<file path="src/rtl/pflash_pkg.sv">
package pflash_pkg;

    localparam logic [7:0] KEY_FIRST  = 8'hAA;
    localparam logic [7:0] KEY_SECOND = 8'h55;
    localparam logic [7:0] CMD_PROG   = 8'hA0;
    localparam logic [7:0] CMD_EXTEND = 8'h80;
    localparam logic [7:0] CMD_ERASE  = 8'h10;
    localparam logic [7:0] CMD_LOCK   = 8'h40;
    localparam logic [7:0] CMD_ID_ON  = 8'h90;
    localparam logic [7:0] CMD_ID_OFF = 8'hF0;
    localparam logic [7:0] ID_MAKER   = 8'h1F;
    localparam logic [7:0] ID_PART    = 8'h17;
    localparam logic [7:0] ERASED     = 8'hFF;
    localparam int unsigned KEY_ADDR_A = 32'h5555;
    localparam int unsigned KEY_ADDR_B = 32'h2AAA;

    typedef enum logic [2:0] {
        DS_IDLE,
        DS_KEY1,
        DS_KEY2,
        DS_PGM,
        DS_EXT1,
        DS_EXT2,
        DS_EXT3
    } dec_st_t;

    typedef enum logic [1:0] {
        OP_NONE,
        OP_PROG,
        OP_ERASE
    } op_t;

    typedef struct packed {
        logic go_prog;
        logic go_erase;
        logic set_lock;
        logic id_on;
        logic id_off;
    } dec_act_t;

    function automatic logic [7:0] id_byte(input logic low_page,
                                           input logic [1:0] sel,
                                           input logic lock);
        logic [7:0] r;
        r = 8'h00;
        if (low_page) begin
            case (sel)
                2'd0:    r = ID_MAKER;
                2'd1:    r = ID_PART;
                2'd2:    r = {7'b0, lock};
                default: r = 8'h00;
            endcase
        end
        return r;
    endfunction

endpackage

</file>
<file path="src/rtl/pflash_decode.sv">
module pflash_decode
    import pflash_pkg::*;
#(
    parameter int ADDR_W = 17
) (
    input  logic              clk,
    input  logic              rst,
    input  logic              wr_stb,
    input  logic              busy,
    input  logic [ADDR_W-1:0] addr,
    input  logic [7:0]        wdata,
    output dec_act_t          act,
    output dec_st_t           st
);

    localparam logic [ADDR_W-1:0] A_KEY = ADDR_W'(KEY_ADDR_A);
    localparam logic [ADDR_W-1:0] B_KEY = ADDR_W'(KEY_ADDR_B);

    dec_st_t st_q, st_d;
    logic    at_a, at_b;

    assign at_a = (addr == A_KEY);
    assign at_b = (addr == B_KEY);

    always_comb begin
        st_d = st_q;
        act  = '0;
        if (wr_stb && !busy) begin
            case (st_q)
                DS_IDLE: begin
                    if (at_a && wdata == KEY_FIRST) st_d = DS_KEY1;
                    else if (wdata == CMD_ID_OFF)   act.id_off = 1'b1;
                end
                DS_KEY1: st_d = (at_b && wdata == KEY_SECOND) ? DS_KEY2 : DS_IDLE;
                DS_KEY2: begin
                    st_d = DS_IDLE;
                    if (at_a) begin
                        case (wdata)
                            CMD_PROG:   st_d = DS_PGM;
                            CMD_EXTEND: st_d = DS_EXT1;
                            CMD_ID_ON:  act.id_on  = 1'b1;
                            CMD_ID_OFF: act.id_off = 1'b1;
                            default:    st_d = DS_IDLE;
                        endcase
                    end
                end
                DS_PGM: begin
                    act.go_prog = 1'b1;
                    st_d        = DS_IDLE;
                end
                DS_EXT1: st_d = (at_a && wdata == KEY_FIRST)  ? DS_EXT2 : DS_IDLE;
                DS_EXT2: st_d = (at_b && wdata == KEY_SECOND) ? DS_EXT3 : DS_IDLE;
                DS_EXT3: begin
                    st_d = DS_IDLE;
                    if (at_a && wdata == CMD_ERASE) act.go_erase = 1'b1;
                    if (at_a && wdata == CMD_LOCK)  act.set_lock = 1'b1;
                end
                default: st_d = DS_IDLE;
            endcase
        end
    end

    always_ff @(posedge clk) begin
        if (rst) st_q <= DS_IDLE;
        else     st_q <= st_d;
    end

    assign st = st_q;

endmodule

</file>
<file path="src/rtl/pflash_timer.sv">
module pflash_timer
    import pflash_pkg::*;
#(
    parameter int PROG_CYC  = 8,
    parameter int ERASE_CYC = 20
) (
    input  logic clk,
    input  logic rst,
    input  logic start_prog,
    input  logic start_erase,
    output logic busy,
    output logic done,
    output op_t  op
);

    localparam int MAX_CYC = (PROG_CYC > ERASE_CYC) ? PROG_CYC : ERASE_CYC;
    localparam int CW      = $clog2(MAX_CYC + 1);

    logic [CW-1:0] cnt_q;
    op_t           op_q;

    always_ff @(posedge clk) begin
        if (rst) begin
            cnt_q <= '0;
            op_q  <= OP_NONE;
        end else if (start_prog) begin
            cnt_q <= CW'(PROG_CYC);
            op_q  <= OP_PROG;
        end else if (start_erase) begin
            cnt_q <= CW'(ERASE_CYC);
            op_q  <= OP_ERASE;
        end else if (cnt_q != '0) begin
            cnt_q <= cnt_q - 1'b1;
            if (cnt_q == CW'(1)) op_q <= OP_NONE;
        end
    end

    assign busy = (cnt_q != '0);
    assign done = (cnt_q == CW'(1));
    assign op   = op_q;

endmodule

</file>
<file path="src/rtl/pflash_array.sv">
module pflash_array #(
    parameter int IDX_W    = 6,
    parameter int BOOT_LEN = 16
) (
    input  logic             clk,
    input  logic             rst,
    input  logic             prog_commit,
    input  logic [IDX_W-1:0] prog_idx,
    input  logic [7:0]       prog_data,
    input  logic             erase_commit,
    input  logic             lock,
    input  logic [IDX_W-1:0] rd_idx,
    output logic [7:0]       rd_byte
);

    localparam int DEPTH = 1 << IDX_W;

    logic [7:0] mem_q [DEPTH];

    for (genvar g = 0; g < DEPTH; g++) begin : g_byte
        localparam bit IN_BOOT = (g < BOOT_LEN);
        always_ff @(posedge clk) begin
            if (rst)
                mem_q[g] <= 8'hFF;
            else if (prog_commit && prog_idx == IDX_W'(g))
                mem_q[g] <= mem_q[g] & prog_data;
            else if (erase_commit && !(IN_BOOT && lock))
                mem_q[g] <= 8'hFF;
        end
    end

    assign rd_byte = mem_q[rd_idx];

endmodule

</file>
<file path="src/rtl/pflash_ctrl.sv">
module pflash_ctrl
    import pflash_pkg::*;
#(
    parameter int ADDR_W    = 17,
    parameter int IDX_W     = 6,
    parameter int BOOT_LEN  = 16,
    parameter int PROG_CYC  = 8,
    parameter int ERASE_CYC = 20
) (
    input  logic              clk,
    input  logic              rst,
    input  logic              ce_n,
    input  logic              oe_n,
    input  logic              we_n,
    input  logic [ADDR_W-1:0] addr,
    input  logic [7:0]        wr_data,
    output logic [7:0]        rd_data,
    output logic              rd_en
);

    logic              wr_stb, rd_stb, boot_hit;
    logic              busy, done, start_prog;
    logic              lock_q, id_q, tgl_q;
    logic [ADDR_W-1:0] ld_addr_q;
    logic [7:0]        ld_data_q, mem_rd;
    op_t               op;
    dec_act_t          act;
    dec_st_t           dec_st;

    assign wr_stb   = !ce_n && !we_n && oe_n;
    assign rd_stb   = !ce_n && !oe_n && we_n;
    assign boot_hit = (addr < ADDR_W'(BOOT_LEN));

    pflash_decode #(.ADDR_W(ADDR_W)) u_dec (
        .clk(clk), .rst(rst), .wr_stb(wr_stb), .busy(busy),
        .addr(addr), .wdata(wr_data), .act(act), .st(dec_st)
    );

    assign start_prog = act.go_prog && !(lock_q && boot_hit);

    pflash_timer #(.PROG_CYC(PROG_CYC), .ERASE_CYC(ERASE_CYC)) u_tmr (
        .clk(clk), .rst(rst), .start_prog(start_prog),
        .start_erase(act.go_erase), .busy(busy), .done(done), .op(op)
    );

    pflash_array #(.IDX_W(IDX_W), .BOOT_LEN(BOOT_LEN)) u_arr (
        .clk(clk), .rst(rst),
        .prog_commit(done && op == OP_PROG),
        .prog_idx(ld_addr_q[IDX_W-1:0]), .prog_data(ld_data_q),
        .erase_commit(done && op == OP_ERASE), .lock(lock_q),
        .rd_idx(addr[IDX_W-1:0]), .rd_byte(mem_rd)
    );

    always_ff @(posedge clk) begin
        if (rst) begin
            lock_q    <= 1'b0;
            id_q      <= 1'b0;
            tgl_q     <= 1'b0;
            ld_addr_q <= '0;
            ld_data_q <= 8'h00;
        end else begin
            if (act.set_lock) lock_q <= 1'b1;
            if (act.id_on)       id_q <= 1'b1;
            else if (act.id_off) id_q <= 1'b0;
            if (rd_stb && busy) tgl_q <= ~tgl_q;
            if (start_prog) begin
                ld_addr_q <= addr;
                ld_data_q <= wr_data;
            end
        end
    end

    always_comb begin
        rd_data = 8'h00;
        if (rd_stb) begin
            if (busy) begin
                rd_data[7] = (op == OP_PROG && addr == ld_addr_q) ? ~ld_data_q[7] : 1'b0;
                rd_data[6] = tgl_q;
            end else if (id_q) begin
                rd_data = id_byte((addr >> 2) == '0, addr[1:0], lock_q);
            end else begin
                rd_data = mem_rd;
            end
        end
    end

    assign rd_en = rd_stb;

endmodule

</file>
<file path="config.mk">
export PLATFORM = sky130hd
export DESIGN_NAME = pflash_ctrl
export DESIGN_NICKNAME = d
export VERILOG_FILES = /design/src/rtl/pflash_pkg.sv /design/src/rtl/pflash_decode.sv /design/src/rtl/pflash_timer.sv /design/src/rtl/pflash_array.sv /design/src/rtl/pflash_ctrl.sv
export SDC_FILE = /design/constraint.sdc
export NUM_CORES = 1
export LEC_CHECK = 0
export BUFFER_PORTS_ARGS = -buffer_cell sky130_fd_sc_hd__buf_2
export CAP_MARGIN = 40
export CORE_MARGIN = 10
export CORE_UTILIZATION = 50
export CTS_BUF_LIST = sky130_fd_sc_hd__clkbuf_8 sky130_fd_sc_hd__clkbuf_16
export DETAILED_ROUTE_END_ITERATION = 16
export GPL_TIMING_DRIVEN = 0
export PLACE_DENSITY = 0.66
export SLEW_MARGIN = 10
export SYNTH_ARGS = -nofsm -noshare
export SYNTH_HDL_FRONTEND = slang
export SYNTH_SLANG_ARGS = --single-unit
</file>
<file path="constraint.sdc">
create_clock -name clk -period 4.7 [get_ports clk]
set_clock_uncertainty 0.15 [all_clocks]
set_input_delay 0.94 -clock clk [delete_from_list [all_inputs] [get_ports clk]]
set_output_delay 0.94 -clock clk [all_outputs]
set_load 0.005 [all_outputs]
</file>
Word-level counts from Yosys, hierarchy flattened

Memory sizes are Yosys's and may differ from the RTL's.
Index checks and enable logic that the tools add are counted.

Add/sub/neg operators: 1
Order comparisons: 1
Equality and inequality tests: 86
Mux-type cells: 550
Bitwise logic cells: 194
Reduce and logical (&&, ||, !) cells: 101

Operator list:

| kind                   | count |
|---|---|
| $mux W8                | 130 |
| $and A8 B8 Y8          | 64 |
| $mux W1                | 399 |
| $eq A6 B6 Y1 const B   | 32 |
| $or A1 B1 Y1           | 128 |
| $eq A6 B5 Y1 const B   | 16 |
| $logic_and A1 B1 Y1    | 80 |
| $eq A6 B4 Y1 const B   | 8 |
| $eq A8 B8 Y1 const B   | 5 |
| $eq A6 B3 Y1 const B   | 4 |
| $mux W5                | 4 |
| $eq A17 B14 Y1 const B | 1 |
| $eq A17 B15 Y1 const B | 1 |
| $eq A17 B17 Y1         | 1 |
| $logic_not A17 Y1      | 1 |
| $lt A17 B5 Y1 const B  | 1 |
| $eq A8 B7 Y1 const B   | 2 |
| $pmux W3 S5            | 1 |
| $pmux W5 S3            | 1 |
| $mux W2                | 7 |
| $eq A6 B2 Y1 const B   | 2 |
| $mux W3                | 4 |
| $eq A3 B3 Y1 const B   | 3 |
| $eq A8 B5 Y1 const B   | 1 |
| other kinds (23)       | 37 |

Flip-flop bits (word level): 38
Bits in writable memories: 512
Input port bits: 30
Output and inout port bits: 9
Word-level logic and storage cells: 945
Memories kept: 1

Memories:

| name        | depth | width | rd ports | clocked after Yosys merged registers in | write ports | RTL line           | text |
|---|---|---|---|---|---|---|---|
| u_arr.mem_q | 64    | 8     | 65       | 0                                       | 64          | pflash_array.sv:18 | `logic [7:0] mem_q [DEPTH];` |

Longest topological paths before layout

Depth in word-level cells: 8
Gate-level depth with buffers: 11
Depth with buffers taken out: 8

Cells and area by module

Synthesis repeated with hierarchy kept, for this count alone.

Cell total of the unflattened synthesis: 2135
Area total of the unflattened synthesis: 27038.4 um^2

Modules (own cells, without submodules):

| module        | times used | cells each | area an instance (um^2) | sequential area each (um^2) |
|---|---|---|---|---|
| pflash_array  | 1          | 1849       | 24561.1                 | 15374.7 |
| pflash_ctrl   | 1          | 175        | 1596.5                  | 560.5 |
| pflash_decode | 1          | 73         | 541.8                   | 60.1 |
| pflash_timer  | 1          | 38         | 339.1                   | 140.1 |

Worst setup path after synthesis

OpenSTA, ideal clock, no wires.

Kind: in2out
From: input port addr[1]
To: output port rd_data[7]
Data arrival time: 2751 ps
Data required time: 3610 ps
Setup slack: 859 ps
Cell stages on the path: 10
Path buffers: 4
Path through: buf_4 > buf_2 > buf_2 > buf_2 > xnor2_1 > nand4_1 > nor4_1 > nand4_1 > a22o_1 > a31oi_1

Longest elaborated chain between the ends: 5
Elaborated cells between the ends (all ways): 7
Classes of those cells: 1 x eq/ne; 4 x mux; 1 x reduce/logical; 1 x memory

RTL lines:

| item                                                                   | RTL line          | text |
|---|---|---|
| from (decl)                                                            | pflash_ctrl.sv:15 | `input logic [ADDR_W-1:0] addr,` |
| parallel branches: the longest is 3 deep, another holds $mem_v2 Z64 W8 | -                 |  |
| $mux W2 *                                                              | pflash_ctrl.sv:76 | `if (busy) begin` |
| $mux W8 *                                                              | pflash_ctrl.sv:75 | `if (rd_stb) begin` |
| to (decl)                                                              | pflash_ctrl.sv:17 | `output logic [7:0] rd_data,` |

Every way passes the cells marked *.

Final worst setup path

From: input port addr[1]
To: output port rd_data[1]

Longest elaborated chain between the ends: 6
Elaborated cells between the ends (all ways): 9
Classes of those cells: 2 x eq/ne; 5 x mux; 1 x reduce/logical; 1 x memory

RTL lines:

| item                                                                   | RTL line          | text |
|---|---|---|
| parallel branches: the longest is 3 deep, another holds $mem_v2 Z64 W8 | -                 |  |
| $mux W8 *                                                              | pflash_ctrl.sv:79 | `end else if (id_q) begin` |
| $mux W6 *                                                              | pflash_ctrl.sv:76 |  |
| $mux W8 *                                                              | pflash_ctrl.sv:75 |  |

Marked as above.

==> impl_metrics.ini <==
[floorplanning]
fp.coreArea_sq_um = 53600
die_height_um = 252.2
boundaryPins = 39
rows = 85
chipWidth_um = 252.2
die_area_sq_um = 63580
floorplan.initialDensity_pct = 50.28

[power]
netSwitchingFraction_pct = 23.69
cell_internal_pwr_mw = 8.183
max-vdd-ir-drop_mv = 0.2883
sequentialPowerShare_pct = 50.1
p_per_area_nw_per_um2 = 347.0
power.share.combinational_pct = 7.3
net_sw_power_mw = 2.540
power_frac_clock_pct = 42.6
leakage_nw = 8.797

[timing]
slew_at_the_pin_with_the_worst_max_slew_slack_ns = 0.9935
layout_setup_ws_ns = -0.09743
finalSetupViolCount = 4
relSlewSlack_pct = 33.41
peak_freq_mhz = 208.4
min_period_ns = 4.797
hold_viol_final = 0
report.final.slew_viol_count = 0
period_share_pct = 102.1
unrepaired_setup_endpoints_after_global_routing = yes

[synth]
synth_nets = 2113
synth-edff-count = 512
asyncSetResetFlopFracSynth_pct = 0
synthesis.area_sq_um = 26950
yosys_warnings = 0
synthesis.area_per_instance_sq_um = 12.96
synth.lib_cells_used.distinct = 66
cell_count_after_synthesis = 2080
synth_top_flop_cell = sky130_fd_sc_hd__edfxtp_1
ys_ff_latch = 550
synth_sequential_area_ratio_pct = 59.87

[setup_path]
crit_path_cell_trace = buf_6 -> buf_12 -> buf_8 -> mux4_2 -> mux2i_2 -> nor4_1 -> a221o_1 -> o41ai_4 -> nand2_1 -> buf_2
worstSetupEndpointType = primary output
timing.rr.start = u_tmr.cnt_q[1]$_SDFFE_PP0P_
critical_path.startpoint = addr[1]
worst-endpoint-arrival_ns = 3.71
reg2reg_setup_slack_ns = 0.71
cp-start-kind = input port
cp_slowest_stage_delay_ns = 0.51
r2r_cells = 8
r2r-end = u_arr.mem_q[34][4]$_SDFFCE_PP1P_
cell_with_the_largest_stage_delay_on_the_worst_path = sky130_fd_sc_hd__o41ai_4
critical_path.endpoint = rd_data[1]
worst-setup-path-type = input port to primary output
number_of_gates_on_the_worst_path_with_buffers_counted = 10
worst_path_dominant_cell_family = compound AO/OA/AOI/OAI gates
cp.required_ns = 3.61
path_max_fanout = 10
worst-path-buf-inv = 4

[global_route]
via_count_of_the_first_global_routing_pass = 19380
global_route_wire_length_before_repair_mm = 143.9
grt_antenna_before_repair = 3
grt-ovfl-total = 0
pin_count_of_the_biggest_net_entering_global_routing = 15
globalRouteTotalUtil_pct = 31.81

[placed_design]
io_buffers = 36
detailedPlace.worstSlack_ns = -1.354
hpwl_mm = 74.40
placedCellCount = 2884
place_area_sq_um = 28620
finalWeightedCongestion = 1.042

[detailed_routing]
routed-via-count = 20480
drc = 0
drt-total-wl_mm = 102.7
routed_via_density = 6.828
initialDrtViolationCount = 2806
first_pass_iters = 6
route.antenna.remaining_nets = 0
route.detailed.wl_per_inst_um = 34.24

[clocking]
cts_hold_buf = 0
clk_transition_reported_paths_ns = 0.06
cts_sink_cnt = 550
worstSkewPairLatency_ns = 0.62
cts_tree = done
clock_tree.buffer_depth = 3
cts.root.buffer_cell = sky130_fd_sc_hd__clkbuf_16
cts-htree-levels = 2
number_of_buffers_created_by_cts = 59

[outcome]
failed_checks = negative setup slack
outcome = finished with violations

[final_layout]
area_delta_synth_final_pct = 14.67
layout.cells.non_filler = 2999
number_of_fillers_in_the_final_layout = 4450
design.final.nets = 2289
commonest_non_fill_non_tap_cells_in_the_layout = sky130_fd_sc_hd__edfxtp_1 (512), sky130_fd_sc_hd__a21o_1 (392), sky130_fd_sc_hd__nand2_1 (378)
proportion_of_layout_cells_with_a_drive_suffix_above_1_pct = 17.46
final_core_utilization_pct = 57.65
leading_cell_type_in_the_layout_fill_and_taps_excluded = sky130_fd_sc_hd__edfxtp_1
finalInstanceArea_sq_um = 30900

[worst_hold_path]
hold_path_class = flip-flop to flip-flop

[run]
timing.max_cap.violations = 0
==> routing by layer <==
| layer | global-route usage (%) | up-vias | routed length, um |
|---|---|---|---|
| met4 | 17.15 | 4 | 6114 |
| li1 | - | 8305 | - |
| met2 | 46.89 | 1461 | 44910 |
| met5 | 0.2377 | - | 33 |
| met1 | 41.72 | 10410 | 38630 |
| met3 | 9.530 | 294 | 12980 |
==> worst min path at each step <==
stage	cells after the start	endpoint	slack (ns)	startpoint
2_1_floorplan	2	ld_addr_q[10]$_SDFFE_PP0P_	0.29	ld_addr_q[10]$_SDFFE_PP0P_
3_3_place_gp	2	ld_addr_q[10]$_SDFFE_PP0P_	0.30	ld_addr_q[10]$_SDFFE_PP0P_
3_5_place_dp	2	ld_addr_q[10]$_SDFFE_PP0P_	0.31	ld_addr_q[10]$_SDFFE_PP0P_
4_1_cts	2	ld_addr_q[10]$_SDFFE_PP0P_	0.32	ld_addr_q[10]$_SDFFE_PP0P_
5_1_grt	2	ld_addr_q[10]$_SDFFE_PP0P_	0.33	ld_addr_q[10]$_SDFFE_PP0P_
6_report	2	ld_addr_q[10]$_SDFFE_PP0P_	0.32	ld_addr_q[10]$_SDFFE_PP0P_
==> worst register-to-register path, delay by kind of cell, from the launching register on <==
| family | cells | cell delay (ns) |
|---|---|---|
| adders and majority gates | 1 | 0.16 |
| AOI/OAI and AO/OA | 1 | 0.83 |
| and+or+nand+nor | 4 | 1.84 |
| buffers and inverters | 2 | 0.41 |
| DFF | 1 | 0.33 |
==> cells in the mapped netlist, types with 4 or more instances <==
cell                       instances  area (sq um)
sky130_fd_sc_hd__edfxtp_1        512         15370
sky130_fd_sc_hd__a21o_1          392          2943
sky130_fd_sc_hd__nand2_1         379          1423
sky130_fd_sc_hd__mux4_2           98          2207
sky130_fd_sc_hd__clkbuf_1         95         356.6
sky130_fd_sc_hd__mux2i_1          87         870.8
sky130_fd_sc_hd__o21ai_0          80         400.4
sky130_fd_sc_hd__a21oi_1          52         260.3
sky130_fd_sc_hd__nor2_1           41         153.9
sky130_fd_sc_hd__dfxtp_1          38         760.7
sky130_fd_sc_hd__buf_2            30         150.1
sky130_fd_sc_hd__nor3_1           19         95.09
sky130_fd_sc_hd__a22oi_1          18         135.1
sky130_fd_sc_hd__xnor2_1          16         140.1
sky130_fd_sc_hd__nand3_1          15         75.07
sky130_fd_sc_hd__a211oi_1         13         97.59
sky130_fd_sc_hd__nand2b_1         13         81.33
sky130_fd_sc_hd__nand4_1          12         75.07
sky130_fd_sc_hd__nor2b_1          10         62.56
sky130_fd_sc_hd__a22o_1            9         78.83
sky130_fd_sc_hd__buf_4             9         67.56
sky130_fd_sc_hd__mux2_2            9         101.4
sky130_fd_sc_hd__a31oi_1           7         43.79
sky130_fd_sc_hd__inv_1             7         26.28
sky130_fd_sc_hd__nand2_2           7         43.79
sky130_fd_sc_hd__nor4_1            7         43.79
sky130_fd_sc_hd__or2_2             7         43.79
sky130_fd_sc_hd__nor2_2            6         37.54
sky130_fd_sc_hd__and3_1            5         31.28
sky130_fd_sc_hd__buf_1             5         18.77
sky130_fd_sc_hd__nor3_2            5         50.05
sky130_fd_sc_hd__o211ai_1          5         37.54
sky130_fd_sc_hd__or3_1             5         31.28
sky130_fd_sc_hd__nand3b_1          4         30.03
sky130_fd_sc_hd__o221ai_1          4         35.03
sky130_fd_sc_hd__o22ai_1           4         25.02
==> registers in the layout (all words and copies together), names as in the netlist <==
| signal | cells |
|---|---|
| u_dec.st | 3 |
| ld_data_q | 8 |
| u_tmr.cnt_q | 5 |
| ld_addr_q | 17 |
| u_tmr.op | 2 |
| lock_q | 1 |
| u_arr.mem_q | 512 |
| tgl_q | 1 |
| id_q | 1 |
==> logic make-up (layout without fill, tap and decap cells) <==
family	after synthesis	after routing	synth area share [%]
XOR/XNOR	18	18	0.5850
multiplexers	194	194	11.80
flip-flops	550	550	59.87
adder cells (fa/ha/maj)	3	3	0.1393
AND/OR/NAND/NOR	567	567	9.601
other	0	1	0
buffers and inverters	146	368	2.298
AO/OA/AOI/OAI	602	602	15.71
==> metrics by stage <==
step	setup TNS, ns	total power, mW	hold WS (ns)
floorplan	0	5.880	0.2943
global route	-0.06393	10.97	0.3312
CTS	0	10.71	0.3189
finish	-0.2007	10.72	0.3184
global placement	-8.229	6.166	0.3048
detailed placement	-8.074	6.201	0.3108
==> area by class of cell <==
| class | instances | area, sq um | share of cell area [%] |
|---|---|---|---|
| Antenna cell | 1 | 2.502 | 0.008098 |
| Buffer | 138 | 827.0 | 2.676 |
| Clock buffer | 59 | 1476 | 4.778 |
| Clock inverter | 48 | 360.3 | 1.166 |
| Inverter | 7 | 30.03 | 0.09717 |
| Multi-Input combinational cell | 1384 | 10340 | 33.47 |
| Sequential cell | 550 | 16140 | 52.21 |
| Tap cell | 696 | 870.8 | 2.818 |
| Timing Repair Buffer | 116 | 855.8 | 2.769 |
==> power by group through the flow <==
stage	sequential, mW	clock (mW)	combinational (mW)
after floorplan	5.48	0	0.401
after global placement	5.49	0	0.678
after detailed placement	5.48	0	0.720
after CTS	5.38	4.57	0.760
after global routing	5.38	4.78	0.815
final	5.38	4.56	0.782
==> what timing repair did <==
action	in CTS	in global routing
setup endpoints to repair	8	6
setup buffers	4	0
gates resized for setup	96	13
pin swaps	2	1
(Power assumes the default switching activity.)
